<file path="src/rtl/rtc_cal_pkg.sv">
package rtc_cal_pkg;

  typedef enum logic [2:0] {
    FLD_SEC  = 3'd0,
    FLD_MIN  = 3'd1,
    FLD_HOUR = 3'd2,
    FLD_WDAY = 3'd3,
    FLD_MDAY = 3'd4,
    FLD_MON  = 3'd5,
    FLD_YEAR = 3'd6,
    FLD_CTRL = 3'd7
  } field_e;

  localparam int CTRL_MODE24_BIT = 0;
  localparam int CTRL_KEEP_BIT   = 1;

  // one decimal step of a two-digit packed BCD value
  function automatic logic [7:0] bcd_inc(input logic [7:0] v);
    if (v[3:0] >= 4'd9) bcd_inc = {v[7:4] + 4'd1, 4'd0};
    else                bcd_inc = {v[7:4], v[3:0] + 4'd1};
  endfunction

  function automatic logic [6:0] bcd2bin(input logic [7:0] v);
    bcd2bin = ({3'd0, v[7:4]} * 7'd10) + {3'd0, v[3:0]};
  endfunction

  function automatic logic is_leap(input logic [7:0] year);
    logic [6:0] b;
    b = bcd2bin(year);
    is_leap = (b[1:0] == 2'b00);
  endfunction

  function automatic logic [5:0] last_day(input logic [4:0] mon, input logic [7:0] year);
    case (mon)
      5'h02:                      last_day = is_leap(year) ? 6'h29 : 6'h28;
      5'h04, 5'h06, 5'h09, 5'h11: last_day = 6'h30;
      default:                    last_day = 6'h31;
    endcase
  endfunction

endpackage

</file>
<file path="src/rtl/rtc_tick_gen.sv">
module rtc_tick_gen #(
  parameter int TICKS_PER_SEC = 32768
) (
  input  logic clk,
  input  logic rst_n,
  input  logic restart_i,
  output logic tick_o
);
  localparam int CW = (TICKS_PER_SEC > 2) ? $clog2(TICKS_PER_SEC) : 1;
  localparam logic [CW-1:0] LAST = CW'(TICKS_PER_SEC - 1);

  logic [CW-1:0] cnt_q;

  assign tick_o = (cnt_q == LAST) && !restart_i;

  always_ff @(posedge clk) begin
    if (!rst_n)              cnt_q <= '0;
    else if (restart_i)      cnt_q <= '0;
    else if (cnt_q == LAST)  cnt_q <= '0;
    else                     cnt_q <= cnt_q + 1'b1;
  end
endmodule

</file>
<file path="src/rtl/rtc_time_counter.sv">
module rtc_time_counter
  import rtc_cal_pkg::*;
(
  input  logic       clk,
  input  logic       rst_n,
  input  logic       tick_i,
  input  logic       mode24_i,
  input  logic       wr_en_i,
  input  field_e     wr_field_i,
  input  logic [7:0] wr_data_i,
  output logic [6:0] sec_o,
  output logic [6:0] min_o,
  output logic [5:0] hour_o,
  output logic       day_carry_o
);
  localparam int NSEXA = 2;

  logic [6:0] sx_q   [NSEXA];
  logic       sx_cin [NSEXA+1];

  assign sx_cin[0] = tick_i;

  // seconds and minutes are identical base-60 BCD stages
  for (genvar g = 0; g < NSEXA; g++) begin : g_sexa
    localparam field_e MY_FLD = (g == 0) ? FLD_SEC : FLD_MIN;
    logic       wrap;
    logic [7:0] inc;
    assign wrap          = (sx_q[g] >= 7'h59);
    assign inc           = bcd_inc({1'b0, sx_q[g]});
    assign sx_cin[g+1]   = sx_cin[g] && wrap;

    always_ff @(posedge clk) begin
      if (!rst_n)                              sx_q[g] <= '0;
      else if (wr_en_i && wr_field_i == MY_FLD) sx_q[g] <= wr_data_i[6:0];
      else if (sx_cin[g])                      sx_q[g] <= wrap ? 7'h00 : inc[6:0];
    end
  end

  logic [5:0] hour_q, hour_nxt;
  logic       hour_wrap;
  logic [7:0] inc24, inc12;

  assign inc24 = bcd_inc({2'b00, hour_q});
  assign inc12 = bcd_inc({3'b000, hour_q[4:0]});

  always_comb begin
    hour_nxt  = hour_q;
    hour_wrap = 1'b0;
    if (mode24_i) begin
      if (hour_q >= 6'h23) begin
        hour_nxt  = 6'h00;
        hour_wrap = 1'b1;
      end else begin
        hour_nxt = inc24[5:0];
      end
    end else begin
      case (hour_q[4:0])
        5'h11: begin
          hour_nxt  = {~hour_q[5], 5'h12};
          hour_wrap = hour_q[5];
        end
        5'h12:   hour_nxt = {hour_q[5], 5'h01};
        default: hour_nxt = {hour_q[5], inc12[4:0]};
      endcase
    end
  end

  always_ff @(posedge clk) begin
    if (!rst_n)                                 hour_q <= 6'h12;
    else if (wr_en_i && wr_field_i == FLD_HOUR) hour_q <= wr_data_i[5:0];
    else if (sx_cin[NSEXA])                     hour_q <= hour_nxt;
  end

  assign sec_o       = sx_q[0];
  assign min_o       = sx_q[1];
  assign hour_o      = hour_q;
  assign day_carry_o = sx_cin[NSEXA] && hour_wrap;
endmodule

</file>
<file path="src/rtl/rtc_date_counter.sv">
module rtc_date_counter
  import rtc_cal_pkg::*;
(
  input  logic       clk,
  input  logic       rst_n,
  input  logic       day_carry_i,
  input  logic       wr_en_i,
  input  field_e     wr_field_i,
  input  logic [7:0] wr_data_i,
  output logic [2:0] wday_o,
  output logic [5:0] mday_o,
  output logic [4:0] mon_o,
  output logic [7:0] year_o
);
  localparam logic [2:0] WDAY_LAST = 3'd6;

  logic [2:0] wday_q;
  logic [5:0] mday_q;
  logic [4:0] mon_q;
  logic [7:0] year_q;

  logic       mday_wrap, mon_wrap;
  logic [7:0] mday_inc, mon_inc, year_inc;

  assign mday_wrap = (mday_q >= last_day(mon_q, year_q));
  assign mon_wrap  = (mon_q >= 5'h12);
  assign mday_inc  = bcd_inc({2'b00, mday_q});
  assign mon_inc   = bcd_inc({3'b000, mon_q});
  assign year_inc  = bcd_inc(year_q);

  always_ff @(posedge clk) begin
    if (!rst_n)                                 wday_q <= '0;
    else if (wr_en_i && wr_field_i == FLD_WDAY) wday_q <= wr_data_i[2:0];
    else if (day_carry_i)                       wday_q <= (wday_q >= WDAY_LAST) ? 3'd0 : wday_q + 3'd1;
  end

  always_ff @(posedge clk) begin
    if (!rst_n)                                 mday_q <= 6'h01;
    else if (wr_en_i && wr_field_i == FLD_MDAY) mday_q <= wr_data_i[5:0];
    else if (day_carry_i)                       mday_q <= mday_wrap ? 6'h01 : mday_inc[5:0];
  end

  always_ff @(posedge clk) begin
    if (!rst_n)                                 mon_q <= 5'h01;
    else if (wr_en_i && wr_field_i == FLD_MON)  mon_q <= wr_data_i[4:0];
    else if (day_carry_i && mday_wrap)          mon_q <= mon_wrap ? 5'h01 : mon_inc[4:0];
  end

  always_ff @(posedge clk) begin
    if (!rst_n)                                 year_q <= 8'h00;
    else if (wr_en_i && wr_field_i == FLD_YEAR) year_q <= wr_data_i;
    else if (day_carry_i && mday_wrap && mon_wrap)
      year_q <= (year_q >= 8'h99) ? 8'h00 : year_inc;
  end

  assign wday_o = wday_q;
  assign mday_o = mday_q;
  assign mon_o  = mon_q;
  assign year_o = year_q;
endmodule

</file>
<file path="src/rtl/rtc_calendar_core.sv">
module rtc_calendar_core
  import rtc_cal_pkg::*;
#(
  parameter int TICKS_PER_SEC = 32768
) (
  input  logic       clk,
  input  logic       rst_n,
  input  logic       osc_fail_i,
  input  logic       wr_en_i,
  input  logic [2:0] wr_addr_i,
  input  logic [7:0] wr_data_i,
  output logic [6:0] sec_o,
  output logic [6:0] min_o,
  output logic [5:0] hour_o,
  output logic [2:0] wday_o,
  output logic [5:0] mday_o,
  output logic [4:0] mon_o,
  output logic [7:0] year_o,
  output logic       mode24_o,
  output logic       osc_stop_o
);
  field_e wr_field;
  logic   time_wr, ctrl_wr, tick, day_carry;
  logic   mode24_q, stop_q;

  assign wr_field = field_e'(wr_addr_i);
  assign ctrl_wr  = wr_en_i && (wr_field == FLD_CTRL);
  assign time_wr  = wr_en_i && (wr_field != FLD_CTRL);

  rtc_tick_gen #(.TICKS_PER_SEC(TICKS_PER_SEC)) u_tick (
    .clk       (clk),
    .rst_n     (rst_n),
    .restart_i (time_wr),
    .tick_o    (tick)
  );

  rtc_time_counter u_time (
    .clk         (clk),
    .rst_n       (rst_n),
    .tick_i      (tick),
    .mode24_i    (mode24_q),
    .wr_en_i     (wr_en_i),
    .wr_field_i  (wr_field),
    .wr_data_i   (wr_data_i),
    .sec_o       (sec_o),
    .min_o       (min_o),
    .hour_o      (hour_o),
    .day_carry_o (day_carry)
  );

  rtc_date_counter u_date (
    .clk         (clk),
    .rst_n       (rst_n),
    .day_carry_i (day_carry),
    .wr_en_i     (wr_en_i),
    .wr_field_i  (wr_field),
    .wr_data_i   (wr_data_i),
    .wday_o      (wday_o),
    .mday_o      (mday_o),
    .mon_o       (mon_o),
    .year_o      (year_o)
  );

  always_ff @(posedge clk) begin
    if (!rst_n)       mode24_q <= 1'b0;
    else if (ctrl_wr) mode24_q <= wr_data_i[CTRL_MODE24_BIT];
  end

  // failure indication outranks a host clear at the same edge
  always_ff @(posedge clk) begin
    if (!rst_n)                                   stop_q <= 1'b1;
    else if (osc_fail_i)                          stop_q <= 1'b1;
    else if (ctrl_wr && !wr_data_i[CTRL_KEEP_BIT]) stop_q <= 1'b0;
  end

  assign mode24_o   = mode24_q;
  assign osc_stop_o = stop_q;
endmodule

</file>
<file path="config.mk">
export PLATFORM = sky130hd
export DESIGN_NAME = rtc_calendar_core
export DESIGN_NICKNAME = d
export VERILOG_FILES = /design/src/rtl/rtc_cal_pkg.sv /design/src/rtl/rtc_tick_gen.sv /design/src/rtl/rtc_time_counter.sv /design/src/rtl/rtc_date_counter.sv /design/src/rtl/rtc_calendar_core.sv
export SDC_FILE = /design/constraint.sdc
export NUM_CORES = 1
export LEC_CHECK = 0
export BUFFER_PORTS_ARGS = -buffer_cell sky130_fd_sc_hd__buf_2
export CAP_MARGIN = 5
export CORE_ASPECT_RATIO = 1.1
export CORE_MARGIN = 3
export CORE_UTILIZATION = 55
export DETAILED_ROUTE_END_ITERATION = 6
export MAX_ROUTING_LAYER = met4
export PLACE_DENSITY = 0.77
export SLEW_MARGIN = 20
export SYNTH_ARGS = -nofsm -noshare
export SYNTH_HDL_FRONTEND = slang
export SYNTH_SLANG_ARGS = --single-unit
</file>
<file path="constraint.sdc">
create_clock -name clk -period 5 [get_ports clk]
set_input_delay 1 -clock clk [delete_from_list [all_inputs] [get_ports clk]]
set_output_delay 1 -clock clk [all_outputs]
set_load 0.01 [all_outputs]
</file>
**Yosys cells after proc, flatten, opt, wreduce, memory -nomap -nowiden**

Memories as Yosys holds them, arrays and structs flattened.
Index checks and enable logic that the tools add are counted.

- Register bits: 45
- Memory bits (writable): 14
- Input bits: 15
- Output and inout bits: 44
- Word-level logic and storage cells: 156
- Memories: 1

- Add/subtract/negate cells: 16
- Multipliers: 1
- $lt $le $gt $ge: 13
- Equality and inequality tests: 18
- Multiplexer cells: 50
- Bitwise logic cells: 6
- Reduce and logical (&&, ||, !) cells: 38

Memories:

| memory | depth | bits a word | read ports | clocked after Yosys merged registers in | wr ports | RTL line | RTL |
|---|---|---|---|---|---|---|---|
| u_time.sx_q | 2 | 7 | 2 | 0 | 2 | rtc_time_counter.sv:18 | `logic [6:0] sx_q [NSEXA];` |

Operators by type and width:

| operator | count |
|---|---|
| $mux W7 | 8 |
| $mux W6 | 9 |
| $mux W8 | 4 |
| $add A4 B1 Y4 const B | 7 |
| $mux W5 | 5 |
| $ge A4 B4 Y1 const B | 6 |
| $pmux W6 S2 | 2 |
| $mux W1 | 19 |
| $logic_and A1 B1 Y1 | 16 |
| $add A15 B1 Y15 const B | 1 |
| $eq A15 B15 Y1 const B | 1 |
| $eq A5 B5 Y1 const B | 3 |
| $ge A7 B7 Y1 const B | 2 |
| $eq A3 B3 Y1 const B | 4 |
| $reduce_bool A3 Y1 | 4 |
| $eq A5 B3 Y1 const B | 2 |
| $reduce_bool A2 Y1 | 5 |
| $add A3 B1 Y3 const B | 3 |
| $mux W3 | 3 |
| $ge A8 B8 Y1 const B | 1 |
| $eq A3 B2 Y1 const B | 2 |
| $ge A6 B6 Y1 | 1 |
| $ge A6 B6 Y1 const B | 1 |
| $reduce_and A2 Y1 | 3 |
| 23 further kinds | 30 |

**Logic depth before layout (Yosys ltp)**

- Word-level depth: 11
- Mapped depth: 13
- Depth with buffers taken out: 12

**Hierarchy**

From an unflattened synthesis, not the netlist that was laid out.

- Cells, all modules: 464
- Area total of the unflattened synthesis: 4027.6 µm²

Modules (own cells, without submodules):

| module | instances | cells an instance | area each (µm²) |
|---|---|---|---|
| rtc_date_counter | 1 | 206 | 1655.3 |
| rtc_time_counter | 1 | 175 | 1622.8 |
| rtc_tick_gen | 1 | 72 | 653.1 |
| rtc_calendar_core | 1 | 11 | 96.3 |

**Least setup slack after synthesis**

No wires, ideal clock.

- Path kind: register to register
- From: register u_date.mon_q[1], in the netlist u_date.mon_o[1]
- To: register u_date.year_q[5], in the netlist u_date.year_o[5]
- Arrival time: 3.417 ns
- Required time: 4.878 ns
- Slack: 1.461 ns
- Cell stages (with the launch flop): 11
- Buffers on the path: 1
- Clock period less this slack: 3.539 ns
- Cells stage by stage: dfxtp_1 ha_1 or4b_2 o32ai_1 ha_1 or4b_2 a22oi_2 nor4_1 and3_1 clkbuf_1 o311a_1

- Word-level cells in the longest chain between the ends: 8

RTL lines:

| element | RTL line | RTL |
|---|---|---|
| start, declared | rtc_date_counter.sv:19 | `logic [4:0] mon_q;` |
| start signal, assigned | rtc_date_counter.sv:45 | `else if (wr_en_i && wr_field_i == FLD_MON) mon_q <= wr_data_i[4:0];` |
| start signal, assigned | rtc_date_counter.sv:46 | `else if (day_carry_i && mday_wrap) mon_q <= mon_wrap ? 5'h01 : mon_inc[4:0];` |
| $eq A5 B3 Y1 (tied with other cells) | rtc_cal_pkg.sv:34 | `case (mon)` |
| $reduce_or A4 Y1 | rtc_cal_pkg.sv:34 |  |
| $pmux W6 S2 | rtc_cal_pkg.sv:34 |  |
| $ge A6 B6 Y1 | rtc_date_counter.sv:25 | `assign mday_wrap = (mday_q >= last_day(mon_q, year_q));` |
| $logic_and A1 B1 Y1 | rtc_date_counter.sv:52 | `else if (day_carry_i && mday_wrap && mon_wrap)` |
| $logic_and A1 B1 Y1 * | rtc_date_counter.sv:52 |  |
| $reduce_bool A2 Y1 (no source line) * | -- |  |
| $reduce_and A2 Y1 (no source line) * | -- |  |
| end signal, assigned | rtc_date_counter.sv:51 | `else if (wr_en_i && wr_field_i == FLD_YEAR) year_q <= wr_data_i;` |
| end signal, assigned | rtc_date_counter.sv:53 | `year_q <= (year_q >= 8'h99) ? 8'h00 : year_inc;` |
| end, declared | rtc_date_counter.sv:20 | `logic [7:0] year_q;` |

Mark *: on every way between the ends. The rest lies on a longest branch, timed or not.
A chain may end at the register's enable or synchronous reset.

**Final worst setup path**

- From: register u_date.mon_q[0], in the netlist u_date.mon_o[0]
- To: register u_date.mday_q[2], in the netlist u_date.mday_o[2]

- Word-level cells in the longest chain between the ends: 7

RTL lines:

| element | RTL line | RTL |
|---|---|---|
| $eq A5 B3 Y1 (tied with other cells) | rtc_cal_pkg.sv:34 |  |
| $reduce_or A4 Y1 | rtc_cal_pkg.sv:34 |  |
| $pmux W6 S2 * | rtc_cal_pkg.sv:34 |  |
| $ge A6 B6 Y1 * | rtc_date_counter.sv:25 |  |
| $mux W6 * (2 in series) | rtc_date_counter.sv:40 | `else if (day_carry_i) mday_q <= mday_wrap ? 6'h01 : mday_inc[5:0];` |
| $mux W6 * | rtc_date_counter.sv:39 | `else if (wr_en_i && wr_field_i == FLD_MDAY) mday_q <= wr_data_i[5:0];` |
| end signal, assigned | rtc_date_counter.sv:39 |  |
| end signal, assigned | rtc_date_counter.sv:40 |  |
| end, declared | rtc_date_counter.sv:18 | `logic [5:0] mday_q;` |

Mark *: on every way between the ends. The rest lies on a longest branch, timed or not. The select of a mux whose other input is x is not followed.

==> reports/qor.csv <==
metric;value;unit
total_power;1.11;mW
timing.critical_path.required;5.26;ns
drt-total-wl;9900;um
cts_buffer_depth;2;
r2r_start;u_date.mon_o[0]$_SDFFE_PN1P_;
synth.area.top_cells;dfxtp_1 (23%), edfxtp_1 (11%), ha_1 (11%);
vias_per_cell;6.18;
async_flop_share;0;
area_growth;13.3;%
p_leak;1.86;nW
drt-met1-wl;4400;um
setup_violations;0;
grt_pass1_wl;16000;um
dieArea;0.00819;mm^2
finalHoldViolCount;0;
drive_gt1_frac;0.161;
antenna_cells;0;
drt-wirelength-per-cell;16.2;um
htree_levels;3;
slowest_stage;or4b_2;
fin_worst_skew;0.00850;ns
antenna_found_initial;0;
gp_congestion;0.899;
start_util;0.582;
cts_hold_buffers;0;
ios;59;
worst_pin_slew;0.844;ns
wl_met2;4540;um
yosysSeqAreaShare;0.337;
clk_pin_slew;0.06;ns
fin_setup_tns;0;ns
max_slew_margin;0.432;
cp-end-kind;register;
die_y;94.6;um
synth-edff-count;14;
cts_buffers;9;
syn_avg_cell_area;8.26;um^2
die_w;86.5;um
path_cells;inv_1 > ha_1 > or4b_2 > o32ai_1 > ha_1 > or4b_2 > a22o_1 > or2_2 > nor4b_1 > a22oi_1 > a21oi_1;
vias;3776;
slowest_delay;0.65;ns
first_iter_violations;247;
synth_cell_types;65;
grt_util_all_layers;0.252;
grt_pass1_vias;3361;
topRoutingLayerUsed;met4;
post_cts_resize_count;0;
cp_max_fo;5;
r2r-end;u_date.mday_o[2]$_SDFFE_PN0P_;
p_per_area;249;mW/mm^2
place_area;0.00424;mm^2
syn_inst;475;
clk_latency;0.34;ns
grt-ovfl-total;0;
synth_top_area_frac;0.230;
rrSetupSlack;1.19;ns
io_buffers;58;
cts_tree;done;
core_area;0.00675;mm^2
cts.root.buffer_cell;clkbuf_8;
yosys_register_bits;59;
synth_area;0.00393;mm^2
cts_sinks;59;
drtPass1Iterations;5;
rows;31;
placedCellCount;595;
arrival;4.07;ns
num-nets-final;572;
holdPathStages;1;
yosysTopAreaCell;dfxtp_1;
max_cap_viol_count;0;
ff2ff_path_depth;11;
postCtsSetupBuffers;0;
final_cells;611;
hold_path.class;reg2reg;
wl_met3;757;um
dp_slack;1.23;ns
drc;0;
dpl.hpwl;7170;um
fmax;0.263;GHz
holdPathEnd;u_tick.cnt_q[0]$_SDFF_PP0_;
synthFlopType;dfxtp_1;
fin_crit;3.81;ns
fin_ws;1.19;ns
vdd_drop_max;0.184;mV
synth_fp_nets;523;
crit_type;reg2reg;
hold_start;u_tick.cnt_q[0]$_SDFF_PP0_;
ant_nets;0;
grt_max_degree;25;
period_share;0.762;
final_cell_area;0.00445;mm^2
crit_path_start_kind;register;
drv_slew;0;
grt_setup_unrepaired;false;
ys_warn_count;0;
status;completed;
==> power breakdown <==
part,total [mW],switching (mW),internal [mW]
logic,0.135,0.0823,0.0531
clock network,0.441,0.184,0.257
registers,0.530,0.0247,0.505
==> Yosys cell counts, drive strengths merged, types with 12 or more instances <==
| cell | count |
|---|---|
| dfxtp | 45 |
| o21ai | 31 |
| ha | 33 |
| a21oi | 27 |
| nand2 | 42 |
| inv | 28 |
| nor2 | 47 |
| nand3 | 27 |
| a31oi | 14 |
| clkbuf | 17 |
| edfxtp | 14 |
| xnor2 | 12 |
==> layout by cell type, fill, tap and decap left out, types with 12 or more instances in the layout <==
master     n
xnor2_1   12
nand3_1   27
a21oi_1   27
dfxtp_1   45
a31oi_1   14
buf_2     58
nor2_1    46
ha_1      33
inv_1     28
o21ai_0   30
edfxtp_1  14
nand2_1   42
==> worst max-delay path by stage <==
| stage | from | end | slack, ns | cells after the start |
|---|---|---|---|---|
| 2_1_floorplan | u_date.mon_o[1]$_SDFFE_PN0P_ | u_date.year_o[5]$_SDFFE_PN0P_ | 1.46 | 10 |
| 3_3_place_gp | u_date.mon_o[0]$_SDFFE_PN1P_ | u_date.year_o[5]$_SDFFE_PN0P_ | 1.39 | 10 |
| 3_5_place_dp | u_date.mon_o[0]$_SDFFE_PN1P_ | u_date.mday_o[2]$_SDFFE_PN0P_ | 1.23 | 11 |
| 4_1_cts | u_date.mon_o[0]$_SDFFE_PN1P_ | u_date.mday_o[2]$_SDFFE_PN0P_ | 1.21 | 11 |
| 5_1_grt | u_date.mon_o[0]$_SDFFE_PN1P_ | u_date.year_o[7]$_SDFFE_PN0P_ | 1.04 | 11 |
| 6_report | u_date.mon_o[0]$_SDFFE_PN1P_ | u_date.mday_o[2]$_SDFFE_PN0P_ | 1.19 | 11 |
==> layer usage <==
layer | vias up | global-route usage
li1 | 1828 | -
met1 | 1771 | 0.326
met2 | 158 | 0.393
met3 | 19 | 0.0515
met4 | 0 | 0.0870
met5 | - | -
==> worst max-delay path, delay by kind of cell (launching register included) <==
kind	cells	cell delay, ns
flops	1	0.35
buf+inv	1	0.14
compound gates	4	0.81
simple gates	4	1.93
fa+ha+maj	2	0.50
==> state kept, by name, summed over array words and instances (netlist names) <==
signal,count
u_time.sx_q,14
mode24_o,1
u_date.year_o,8
u_tick.cnt_q,15
u_date.mday_o,6
u_date.wday_o,3
osc_stop_o,1
u_date.mon_o,5
u_time.hour_o,6
==> logic make-up after synthesis <==
group | share of synthesized area
AO/OA/AOI/OAI | 0.201
XOR/XNOR | 0.0513
adder cells (fa/ha/maj) | 0.105
buffers and inverters | 0.0478
flip-flops | 0.337
multiplexers | 0.00510
AND/OR/NAND/NOR | 0.252
==> area by class of cell <==
type	count	area (um^2)
clock inverters	2	35.0
flip-flops and latches	59	1320
clock buffers	14	163
well taps	82	103
inverters	28	105
fillers	594	2300
multi-input cells	367	2420
repair buffers	59	298
==> metrics by stage <==
stage / hold slack [ns] / utilization
2_1_floorplan: 0.426 / -
3_3_place_gp: 0.439 / 0.629
3_5_place_dp: 0.454 / 0.629
4_1_cts: 0.469 / 0.658
5_1_grt: 0.483 / 0.659
6_report: 0.461 / 0.659
No activity file was read; power rests on OpenSTA's default activity.
